<file path="src/rtl/keyed_guard_pkg.sv">
package keyed_guard_pkg;
  localparam int REG_AW = 8;
  localparam int DW     = 32;
  localparam logic [5:0] W_CTRL   = 6'd0;
  localparam logic [5:0] W_UNLOCK = 6'd1;
  localparam logic [5:0] W_CLEAR  = 6'd2;
  localparam logic [5:0] W_STATUS = 6'd3;
  localparam logic [5:0] W_REMAP0 = 6'd4;
  localparam int ERR_LSB = 8;
  localparam int NERR    = 5;
  // sticky flag index inside the error vector
  localparam int E_ADDR   = 0;
  localparam int E_MBUS   = 1;
  localparam int E_REFUSE = 2;
  localparam int E_BADKEY = 3;
  localparam int E_UREAD  = 4;
  localparam logic [15:0] WIN_LOW = 16'hFFFC;
endpackage

</file>
<file path="src/rtl/kg_remap_table.sv">
module kg_remap_table #(
  parameter int N  = 4,
  parameter int DW = 32,
  localparam int IW = (N > 1) ? $clog2(N) : 1
) (
  input  logic          clk,
  input  logic          wr_i,
  input  logic          setup_i,
  input  logic [IW-1:0] wr_idx_i,
  input  logic [DW-1:0] wdata_i,
  input  logic          rd_i,
  input  logic [IW-1:0] rd_idx_i,
  output logic [DW-1:0] rdata_o,
  output logic          bad_o
);
  import keyed_guard_pkg::*;

  logic [DW-1:0] mem [N];
  logic          legal;

  assign legal = (wdata_i[DW-1:DW-16] >= WIN_LOW);
  assign bad_o = wr_i && setup_i && !legal;

  always_ff @(posedge clk) begin
    if (wr_i && setup_i && legal) mem[wr_idx_i] <= wdata_i;
    if (rd_i) rdata_o <= mem[rd_idx_i];
  end


  idle_bad_chk: assert property (@(posedge clk) !setup_i |-> !bad_o);
endmodule

</file>
<file path="src/rtl/kg_unlock.sv">
module kg_unlock #(
  parameter int NCH = 4,
  parameter int DW  = 32,
  parameter logic [7:0] KEY = 8'hA5,
  localparam int CH_W = (NCH > 1) ? $clog2(NCH) : 1
) (
  input  logic            clk,
  input  logic            rst,
  input  logic            wr_i,
  input  logic [DW-1:0]   wdata_i,
  input  logic            err_any_i,
  input  logic            use_i,
  input  logic [CH_W-1:0] use_ch_i,
  output logic [NCH-1:0]  mask_o,
  output logic            refuse_o,
  output logic            badkey_o
);
  logic            key_ok, open_ev;
  logic [CH_W-1:0] ch;
  logic [NCH-1:0]  nxt;
  logic            unused_bits;

  assign ch          = wdata_i[CH_W-1:0];
  assign key_ok      = (wdata_i[DW-1:DW-8] == KEY);
  assign refuse_o    = wr_i && err_any_i;
  assign badkey_o    = wr_i && !err_any_i && !key_ok;
  assign open_ev     = wr_i && !err_any_i && key_ok;
  assign unused_bits = ^wdata_i[DW-9:CH_W];

  always_comb begin
    nxt = mask_o;
    if (use_i) nxt[use_ch_i] = 1'b0;
    if (open_ev) nxt[ch] = 1'b1;
  end

  always_ff @(posedge clk) begin
    if (rst) mask_o <= '0;
    else     mask_o <= nxt;
  end


  refuse_hold_chk: assert property (@(posedge clk) disable iff (rst)
    (refuse_o && !use_i) |=> (mask_o == $past(mask_o)));
endmodule

</file>
<file path="src/rtl/kg_activity.sv">
module kg_activity #(
  parameter int PEND_W = 3
) (
  input  logic clk,
  input  logic rst,
  input  logic start_i,
  input  logic done_i,
  output logic busy_o,
  output logic full_o
);
  logic [PEND_W-1:0] cnt, cnt_nxt;

  always_comb begin
    cnt_nxt = cnt;
    if (start_i) cnt_nxt = cnt_nxt + 1'b1;
    if (done_i && cnt != '0) cnt_nxt = cnt_nxt - 1'b1;
  end

  assign full_o = &cnt;

  always_ff @(posedge clk) begin
    if (rst) begin
      cnt    <= '0;
      busy_o <= 1'b0;
    end else begin
      cnt    <= cnt_nxt;
      busy_o <= (cnt_nxt != '0);
    end
  end


  idle_return_chk: assert property (@(posedge clk) disable iff (rst)
    $fell(busy_o) |-> $past(done_i));

  busy_start_chk: assert property (@(posedge clk) disable iff (rst)
    start_i |=> busy_o);
endmodule

</file>
<file path="src/rtl/keyed_guard.sv">
module keyed_guard #(
  parameter int NCH    = 4,
  parameter int NREMAP = 4,
  parameter int PEND_W = 3,
  parameter logic [7:0] KEY = 8'hA5,
  localparam int CH_W = (NCH > 1) ? $clog2(NCH) : 1,
  localparam int RIW  = (NREMAP > 1) ? $clog2(NREMAP) : 1
) (
  input  logic            clk,
  input  logic            rst,
  input  logic            bus_sel,
  input  logic            bus_wr,
  input  logic [7:0]      bus_addr,
  input  logic [31:0]     bus_wdata,
  output logic [31:0]     bus_rdata,
  input  logic            chan_start,
  input  logic [CH_W-1:0] chan_sel,
  output logic            chan_grant,
  input  logic            mst_done,
  input  logic            mst_err,
  output logic [31:0]     status_o
);
  import keyed_guard_pkg::*;

  logic            wr, rd, en, setup, busy, full, grant;
  logic [5:0]      word, rel;
  logic            remap_hit, addr_ev, refuse_ev, badkey_ev;
  logic [RIW-1:0]  ridx;
  logic [NCH-1:0]  mask;
  logic [NERR-1:0] err, err_set, err_clr;
  logic [31:0]     tbl_q, reg_q;
  logic            tbl_sel;
  logic            unused_addr;

  assign wr          = bus_sel && bus_wr;
  assign rd          = bus_sel && !bus_wr;
  assign word        = bus_addr[7:2];
  assign unused_addr = ^bus_addr[1:0];
  assign rel         = word - W_REMAP0;
  assign ridx        = rel[RIW-1:0];
  assign remap_hit   = (word >= W_REMAP0) && ({26'd0, rel} < NREMAP);

  always_ff @(posedge clk) begin
    if (rst) begin
      en    <= 1'b0;
      setup <= 1'b0;
    end else if (wr && word == W_CTRL) begin
      en    <= bus_wdata[0];
      setup <= bus_wdata[1];
    end
  end

  kg_remap_table #(.N(NREMAP), .DW(32)) i_table (
    .clk(clk), .wr_i(wr && remap_hit), .setup_i(setup), .wr_idx_i(ridx),
    .wdata_i(bus_wdata), .rd_i(rd && remap_hit), .rd_idx_i(ridx),
    .rdata_o(tbl_q), .bad_o(addr_ev));

  kg_unlock #(.NCH(NCH), .DW(32), .KEY(KEY)) i_unlock (
    .clk(clk), .rst(rst), .wr_i(wr && word == W_UNLOCK), .wdata_i(bus_wdata),
    .err_any_i(|err), .use_i(grant), .use_ch_i(chan_sel),
    .mask_o(mask), .refuse_o(refuse_ev), .badkey_o(badkey_ev));

  assign grant = chan_start && en && mask[chan_sel] && !full;

  kg_activity #(.PEND_W(PEND_W)) i_activity (
    .clk(clk), .rst(rst), .start_i(grant), .done_i(mst_done),
    .busy_o(busy), .full_o(full));

  always_comb begin
    err_set           = '0;
    err_set[E_ADDR]   = addr_ev;
    err_set[E_MBUS]   = mst_done && mst_err;
    err_set[E_REFUSE] = refuse_ev;
    err_set[E_BADKEY] = badkey_ev;
    err_set[E_UREAD]  = rd && word == W_UNLOCK;
    err_clr = (wr && word == W_CLEAR) ? bus_wdata[ERR_LSB +: NERR] : '0;
  end

  always_ff @(posedge clk) begin
    if (rst) begin
      err        <= '0;
      chan_grant <= 1'b0;
    end else begin
      err        <= (err & ~err_clr) | err_set;
      chan_grant <= grant;
    end
  end

  assign status_o = {{(32-ERR_LSB-NERR){1'b0}}, err, {(ERR_LSB-3){1'b0}}, busy, setup, en};

  always_ff @(posedge clk) begin
    if (rst) begin
      reg_q   <= '0;
      tbl_sel <= 1'b0;
    end else if (rd) begin
      tbl_sel <= remap_hit;
      case (word)
        W_CTRL:   reg_q <= {30'd0, setup, en};
        W_UNLOCK: reg_q <= 32'(mask);
        W_STATUS: reg_q <= status_o;
        default:  reg_q <= '0;
      endcase
    end
  end

  assign bus_rdata = tbl_sel ? tbl_q : reg_q;


  refuse_flag_chk: assert property (@(posedge clk) disable iff (rst)
    (wr && word == W_UNLOCK && |err) |=> err[E_REFUSE]);

  badkey_flag_chk: assert property (@(posedge clk) disable iff (rst)
    (wr && word == W_UNLOCK && !(|err) && bus_wdata[31:24] != KEY) |=> err[E_BADKEY]);

  mbus_flag_chk: assert property (@(posedge clk) disable iff (rst)
    (mst_done && mst_err) |=> err[E_MBUS]);

  sticky_addr_chk: assert property (@(posedge clk) disable iff (rst)
    (err[E_ADDR] && !(wr && word == W_CLEAR && bus_wdata[ERR_LSB + E_ADDR])) |=> err[E_ADDR]);

  remap_idle_chk: assert property (@(posedge clk) disable iff (rst)
    (wr && remap_hit && !setup && !err[E_ADDR]) |=> !err[E_ADDR]);

  grant_en_chk: assert property (@(posedge clk) disable iff (rst)
    chan_grant |-> $past(en));
endmodule

</file>
<file path="config.mk">
export PLATFORM = sky130hd
export DESIGN_NAME = keyed_guard
export DESIGN_NICKNAME = d
export VERILOG_FILES = /design/src/rtl/keyed_guard_pkg.sv /design/src/rtl/kg_remap_table.sv /design/src/rtl/kg_unlock.sv /design/src/rtl/kg_activity.sv /design/src/rtl/keyed_guard.sv
export SDC_FILE = /design/constraint.sdc
export NUM_CORES = 1
export LEC_CHECK = 0
export ABC_AREA = 0
export CAP_MARGIN = 25
export CORE_MARGIN = 2
export CORE_UTILIZATION = 37
export CTS_CLUSTER_SIZE = 14
export DETAILED_ROUTE_END_ITERATION = 8
export GPL_TIMING_DRIVEN = 1
export HOLD_SLACK_MARGIN = 0.08
export PLACE_DENSITY = 0.58
export SLEW_MARGIN = 20
export SYNTH_ARGS = -nofsm -noshare
export SYNTH_HDL_FRONTEND = slang
export SYNTH_HIERARCHICAL = 1
export SYNTH_SLANG_ARGS = --single-unit
</file>
<file path="constraint.sdc">
create_clock -name clk -period 6.25 [get_ports clk]
set_input_delay 0.9375 -clock clk [delete_from_list [all_inputs] [get_ports clk]]
set_output_delay 0.9375 -clock clk [all_outputs]
set_load 0.03 [all_outputs]
</file>
# Word-level counts from Yosys, hierarchy flattened
# Memory sizes are Yosys's and may differ from the RTL's. A register that Yosys moved wholly into a read port is not among the register bits.
# Cells that the tools add are included.
# totals
register_bits	49
ram_bits	128
input_bits	49
output_inout_bits	65
elab_cells	78
mem_count	1
# op_classes
addsub	3
magnitude_cmp	7
n_eq_ne	4
n_mux	15
bitwise_logic	6
n_reduce_logical	33
# memory_table
name	words	word_bits	read_ports	rd_clocked_by_memory_dff	write_ports	line_no	text
i_table.mem	4	32	1	1	1	kg_remap_table.sv:18	logic [DW-1:0] mem [N];
# ops
operator	n
$pmux W13 S3	1
$mux W32	1
$logic_and A1 B1 Y1	23
$ge A16 B16 Y1 const B	1
$eq A6 B2 Y1 const B	2
$eq A8 B8 Y1 const B	1
$mux W4	2
$eq A6 B1 Y1 const B	1
$ge A6 B3 Y1 const B	1
$logic_not A6 Y1	1
$lt A2 B3 Y1 const B	2
$lt A6 B3 Y1 const B	1
$mux W3	2
$reduce_bool A3 Y1	2
$sub A6 B3 Y6 const B	1
$and A5 B5 Y5	1
$logic_not A1 Y1	5
$mux W1	5
$mux W5	1
$not A5 Y5	1
$or A5 B5 Y5	1
$reduce_or A5 Y1	1
$and A4 B4 Y4	1
$demux W1 S2	2
7 further kinds	8

# Logic depth before layout (Yosys ltp)
# logic_depth
ltp_word	9
ltp_mapped	10
ltp_nobuf	9

# Cells and area by module
# The synthesis kept the hierarchy.
# by_module_without_submodules
module	instances	cells_per_inst	area_each_um2	seq_area_each_um2
kg_remap_table	1	212	5705.5	4804.6
keyed_guard	1	149	1291.2	360.3
kg_activity	1	31	290.3	80.1
kg_unlock	1	26	245.2	80.1

# Least setup slack after synthesis
# Ideal clock, no wire load.
# synth_timing
path_kind	input -> register
start	input bus_addr[5]
end	memory i_table.mem[0][0] (enable)
setup_time_ns	0.468
t_arrival_ns	4.089
t_required_ns	5.782
slack_ns	1.693
path_stages	6
n_path_buf	0
cell_sequence	nor3_1 > nand2_1 > nor2_1 > nand4_1 > nor4_2 > nor3b_1
# synth_between
elab_chain_len	8
word_cells_on_any_way	9
cone_classes	add/sub (1); order compare (2); mux (2); reduce/logical (4)
# synth_rtl
element	line_no	text
start: declaration	keyed_guard.sv:13	input logic [7:0] bus_addr,
$sub A6 B3 Y6	keyed_guard.sv:39	assign rel = word - W_REMAP0;
$lt A6 B3 Y1	keyed_guard.sv:41	assign remap_hit = (word >= W_REMAP0) && ({26'd0, rel} < NREMAP);
$logic_and A1 B1 Y1 *	keyed_guard.sv:41	
$logic_and A1 B1 Y1 *	keyed_guard.sv:54	.clk(clk), .wr_i(wr && remap_hit), .setup_i(setup), .wr_idx_i(ridx),
$logic_and A1 B1 Y1 * (2 in series)	kg_remap_table.sv:25	if (wr_i && setup_i && legal) mem[wr_idx_i] <= wdata_i;
$mux W1 *	kg_remap_table.sv:25	
$mux W1 (not written as such) *	kg_remap_table.sv:25	
end: declaration	kg_remap_table.sv:18	
# Mark *: on every way between the ends. The rest lies on a longest branch, timed or not.

# Worst setup path in the final report
# layout_timing
start	register tbl_sel
end	output bus_rdata[8]
# layout_between
elab_chain_len	1
# layout_rtl
element	line_no	text
start: declaration	keyed_guard.sv:32	logic tbl_sel;
start signal: assignment	keyed_guard.sv:96	tbl_sel <= remap_hit;
$mux W32	keyed_guard.sv:106	assign bus_rdata = tbl_sel ? tbl_q : reg_q;
end: declaration	keyed_guard.sv:15	output logic [31:0] bus_rdata,
# Every way passes these cells.

==> impl.org <==
** Detailed routing
- Antenna-violating nets left :: 0
- In this run, the number of DRC markers left after iteration 0 of detailed routing was 271.
- Routed wire length :: between 10 and 15 mm
- The final route contains approximately 4000 vias.
- The first TritonRoute pass finished after 4 iterations.
- In the final routed layout, each cell accounts on average for approximately 19 um.
- In the routed layout, each cell is associated on average with a via count of between 4 and 5.
- Final routed DRC violation total :: 0

** Global routing
- Largest net degree at the start of global routing :: 45
- The initial antenna violation count is 0.
- In the global route stage, met3 resource usage came out at 0.0459.
- GR met2 Demand/Resource :: 0.241
- Wire length of the first global-routing pass :: ~23 mm
- Total global routing track utilization :: 0.145
- The global routing stage identified its most utilized layer as met2.
- Vias in the first global route :: roughly 4100
- In the global route stage, met1 resource usage came out at 0.182.
- Global route overflow :: 0

** Clock network
- Once the clock tree was built, the resizer swapped 0 gates to a different size.
- In this run, post-CTS hold repair placed 0 buffers.
- For the worst-skew pair, the clock arrives at the later sink with an insertion delay of around 420 ps.
- After clock tree synthesis, the clock-pin slew on the worst setup and hold paths is approximately 60 ps.
- Clock tree synthesis inserted a total of 17 buffers.
- Counting every sink on the clock net gives approximately 190.
- No sink is reached through more buffers than the 2 on the longest clock path.
- In this run the post-CTS setup repair buffer count came out at 0.
- TritonCTS clock tree :: built
- Root buffer cell :: clkbuf_16
- H-tree depth :: 4

** Finish
- Post-route standard cell area excluding fillers :: approximately 0.009 mm2
- Of the cells placed in the final design, the portion with a size suffix greater than 1 is 0.172.
- Area taken by flip-flops and latches :: roughly 0.0053 mm2
- N_diodes :: 0
- Fillcell total :: around 1800
- Area growth syn-to-layout :: 21.1%
- The multi-input combinational cells in the finished layout cover a total of approximately 0.0019 mm2.
- The net count of the finished layout is around 560.

** Critical path
- The critical path is of the register to output port type.
- The worst setup path is launched from a register.
- At the worst endpoint, the required time is between 5000 and 6000 ps.
- Critical path endpoint category :: output port
- Data arrival time at the worst-slack endpoint :: 2440 ps
- Worst Path Max Fanout :: 20

** Synthesis
- Post-Synthesis Cells :: 418
- The average instance in the mapped netlist occupies between 15 and 20 um2.
- In the synthesized netlist the dominant register cell turns out to be edfxtp_1.
- Fraction of synthesized cell area taken by the top area cell type :: 0.638
- Yosys synthesis warning count :: 6
- Async set-or-reset flop fraction in the synthesized netlist :: 0
- Post-synthesis instance area :: approximately 0.0075 mm2
- The share of the Yosys chip area taken by registers is 0.707.
- The synthesized design contains between 150 and 200 register bits.
- Counting flops with a built-in enable in the synthesized netlist gives 160.
- Cell types with the highest counts after synthesis :: 160 x edfxtp_1, 31 x mux4_2, 27 x buf_4, 26 x dfxtp_1, 24 x and2_1
- After synthesis, the netlist uses 56 different library cells.
- Cell with the most instances after synthesis :: edfxtp_1
- Cell type with the highest aggregate area in the netlist :: edfxtp_1
- Biggest area contributors in the synthesized netlist :: edfxtp_1 64%, mux4_2 9.3%, dfxtp_1 6.9%

** Floorplan
- After floorplanning, the core was divided into 52 placement rows.
- In this run the horizontal extent of the chip is between 100 and 150 um.
- The die covers about 0.022 mm2.
- Die Height :: approximately 150 um
- 114 I/O pins were placed.
- The total area inside the core boundary comes to 0.0201 mm2.
- Initial core utilization :: 0.375

** STA
- Final Slew Violations :: 0
- Setup violations remaining at the end of the flow were counted as 0.
- The final number of hold-violating endpoints is 0.
- Slack of the critical path :: around 2900 ps
- Hold slack :: between 400 and 500 ps
- Worst slew slack as a fraction of its limit :: 0.369
- Setup repair after global routing missed its margin :: false
- Actual slew at the worst max-slew pin :: 946 ps
- Minimum clock period after layout :: ~3400 ps
- Static timing analysis puts the maximum clock frequency at ~300 MHz.
- Clk_skew :: about 10 ps
- Final sum of negative setup slack :: 0 ps
- Of the available clock period, the critical path in the final layout requires 0.541.

** Power and ir drop
- The design draws 2.64 mW.
- Peak supply drop :: ~0.19 mV
- Cell Pwr Density :: between 200 and 300 mW/mm2
- Leakage power :: slightly below 3 nW

** Placement
- Summing all placed instances gives a cell area of about 0.0085 mm2.
- Port buffering added 87 buffers.
- OpenSTA, run right after detailed placement, puts the worst setup slack at 2510 ps.
- Placed wire-length estimate :: about 9.4 mm
- The congestion estimate from routability-driven global placement came to 0.728.

** Run status
- The run finished with clean final reports.

** Run
- Max-cap violations in this run came to 0.

** Hold path
- The min-delay analysis places its worst path in the category register to register.
-- routing by layer --
metal	wire length, um	part of all wire
met5	0	0
met4	227	0.015
met3	763	0.051
met2	7440	0.50
met1	6540	0.44
-- logic make-up (layout without fill, tap and decap cells) --
group / Yosys count / count (layout) / synth area share
simple gates: 94 / 94 / 0.0806
compound gates: 34 / 34 / 0.0341
xor+xnor: 3 / 3 / 0.00449
flops: 186 / 186 / 0.707
fa+ha+maj: 4 / 4 / 0.00664
mux: 45 / 45 / 0.118
buf+inv: 51 / 132 / 0.0488
other cells: 1 / 24 / 0.000498
-- critical path, stage by stage, from the launching register on --
cell and delay (ps):
dfxtp_1 650, buf_4 360, mux2_2 390, clkdlybuf4s50_1 610
-- cells in the final DEF (no fill, tap or decap), types with 4 or more instances in the layout --
master             n
a311oi_1           4
a21oi_1            7
mux2_2            10
mux4_2            31
edfxtp_1         160
a22o_1             5
clkdlybuf4s50_1   85
ha_1               4
clkbuf_16         17
nand3_1            5
inv_1              8
nor2_1             9
and2_1            24
nand4_1            6
conb_1            24
nand2_1           15
buf_4              5
dfxtp_1           26
o21ai_0            4
nor2b_1            4
-- metrics by stage --
stage          std cells  utilization
2_1_floorplan        441            -
3_3_place_gp         760        0.424
3_5_place_dp         760        0.424
4_1_cts              791        0.453
5_1_grt              792        0.454
6_report             792        0.454
-- where the power goes --
| group | internal (mW) | switching (mW) | total (mW) |
|---|---|---|---|
| Sequential | 1.36 | 0.00886 | 1.36 |
| Combinational | 0.0943 | 0.115 | 0.209 |
| Clock | 0.627 | 0.437 | 1.06 |
-- registers in the layout (all words and copies together), names as in the netlist --
register,flops
i_activity/cnt,3
tbl_sel,1
err,5
setup,1
i_table/rdata_o,32
i_activity/busy_o,1
chan_grant,1
i_unlock/mask_o,4
en,1
i_table/mem,128
reg_q,9
-- final timing paths --
kind,from,endpoint,slack (ps),cells after the start
worst max-delay path,tbl_sel,bus_rdata[8],2870,3
worst min-delay path,reg_q[2],reg_q[2],470,2
worst max register to register,i_activity/cnt[0],i_activity/busy_o,3680,9
worst min register to register,reg_q[2],reg_q[2],470,2
-- layout make-up --
type,count,share of cell area
clock buffers,20,0.0479
clock inverters,11,0.0161
inverters,8,0.00329
multi-input cells,204,0.212
flip-flops and latches,186,0.584
well taps,270,0.0370
repair buffers,93,0.0997
Note: power is estimated with default switching activity, not from simulation.
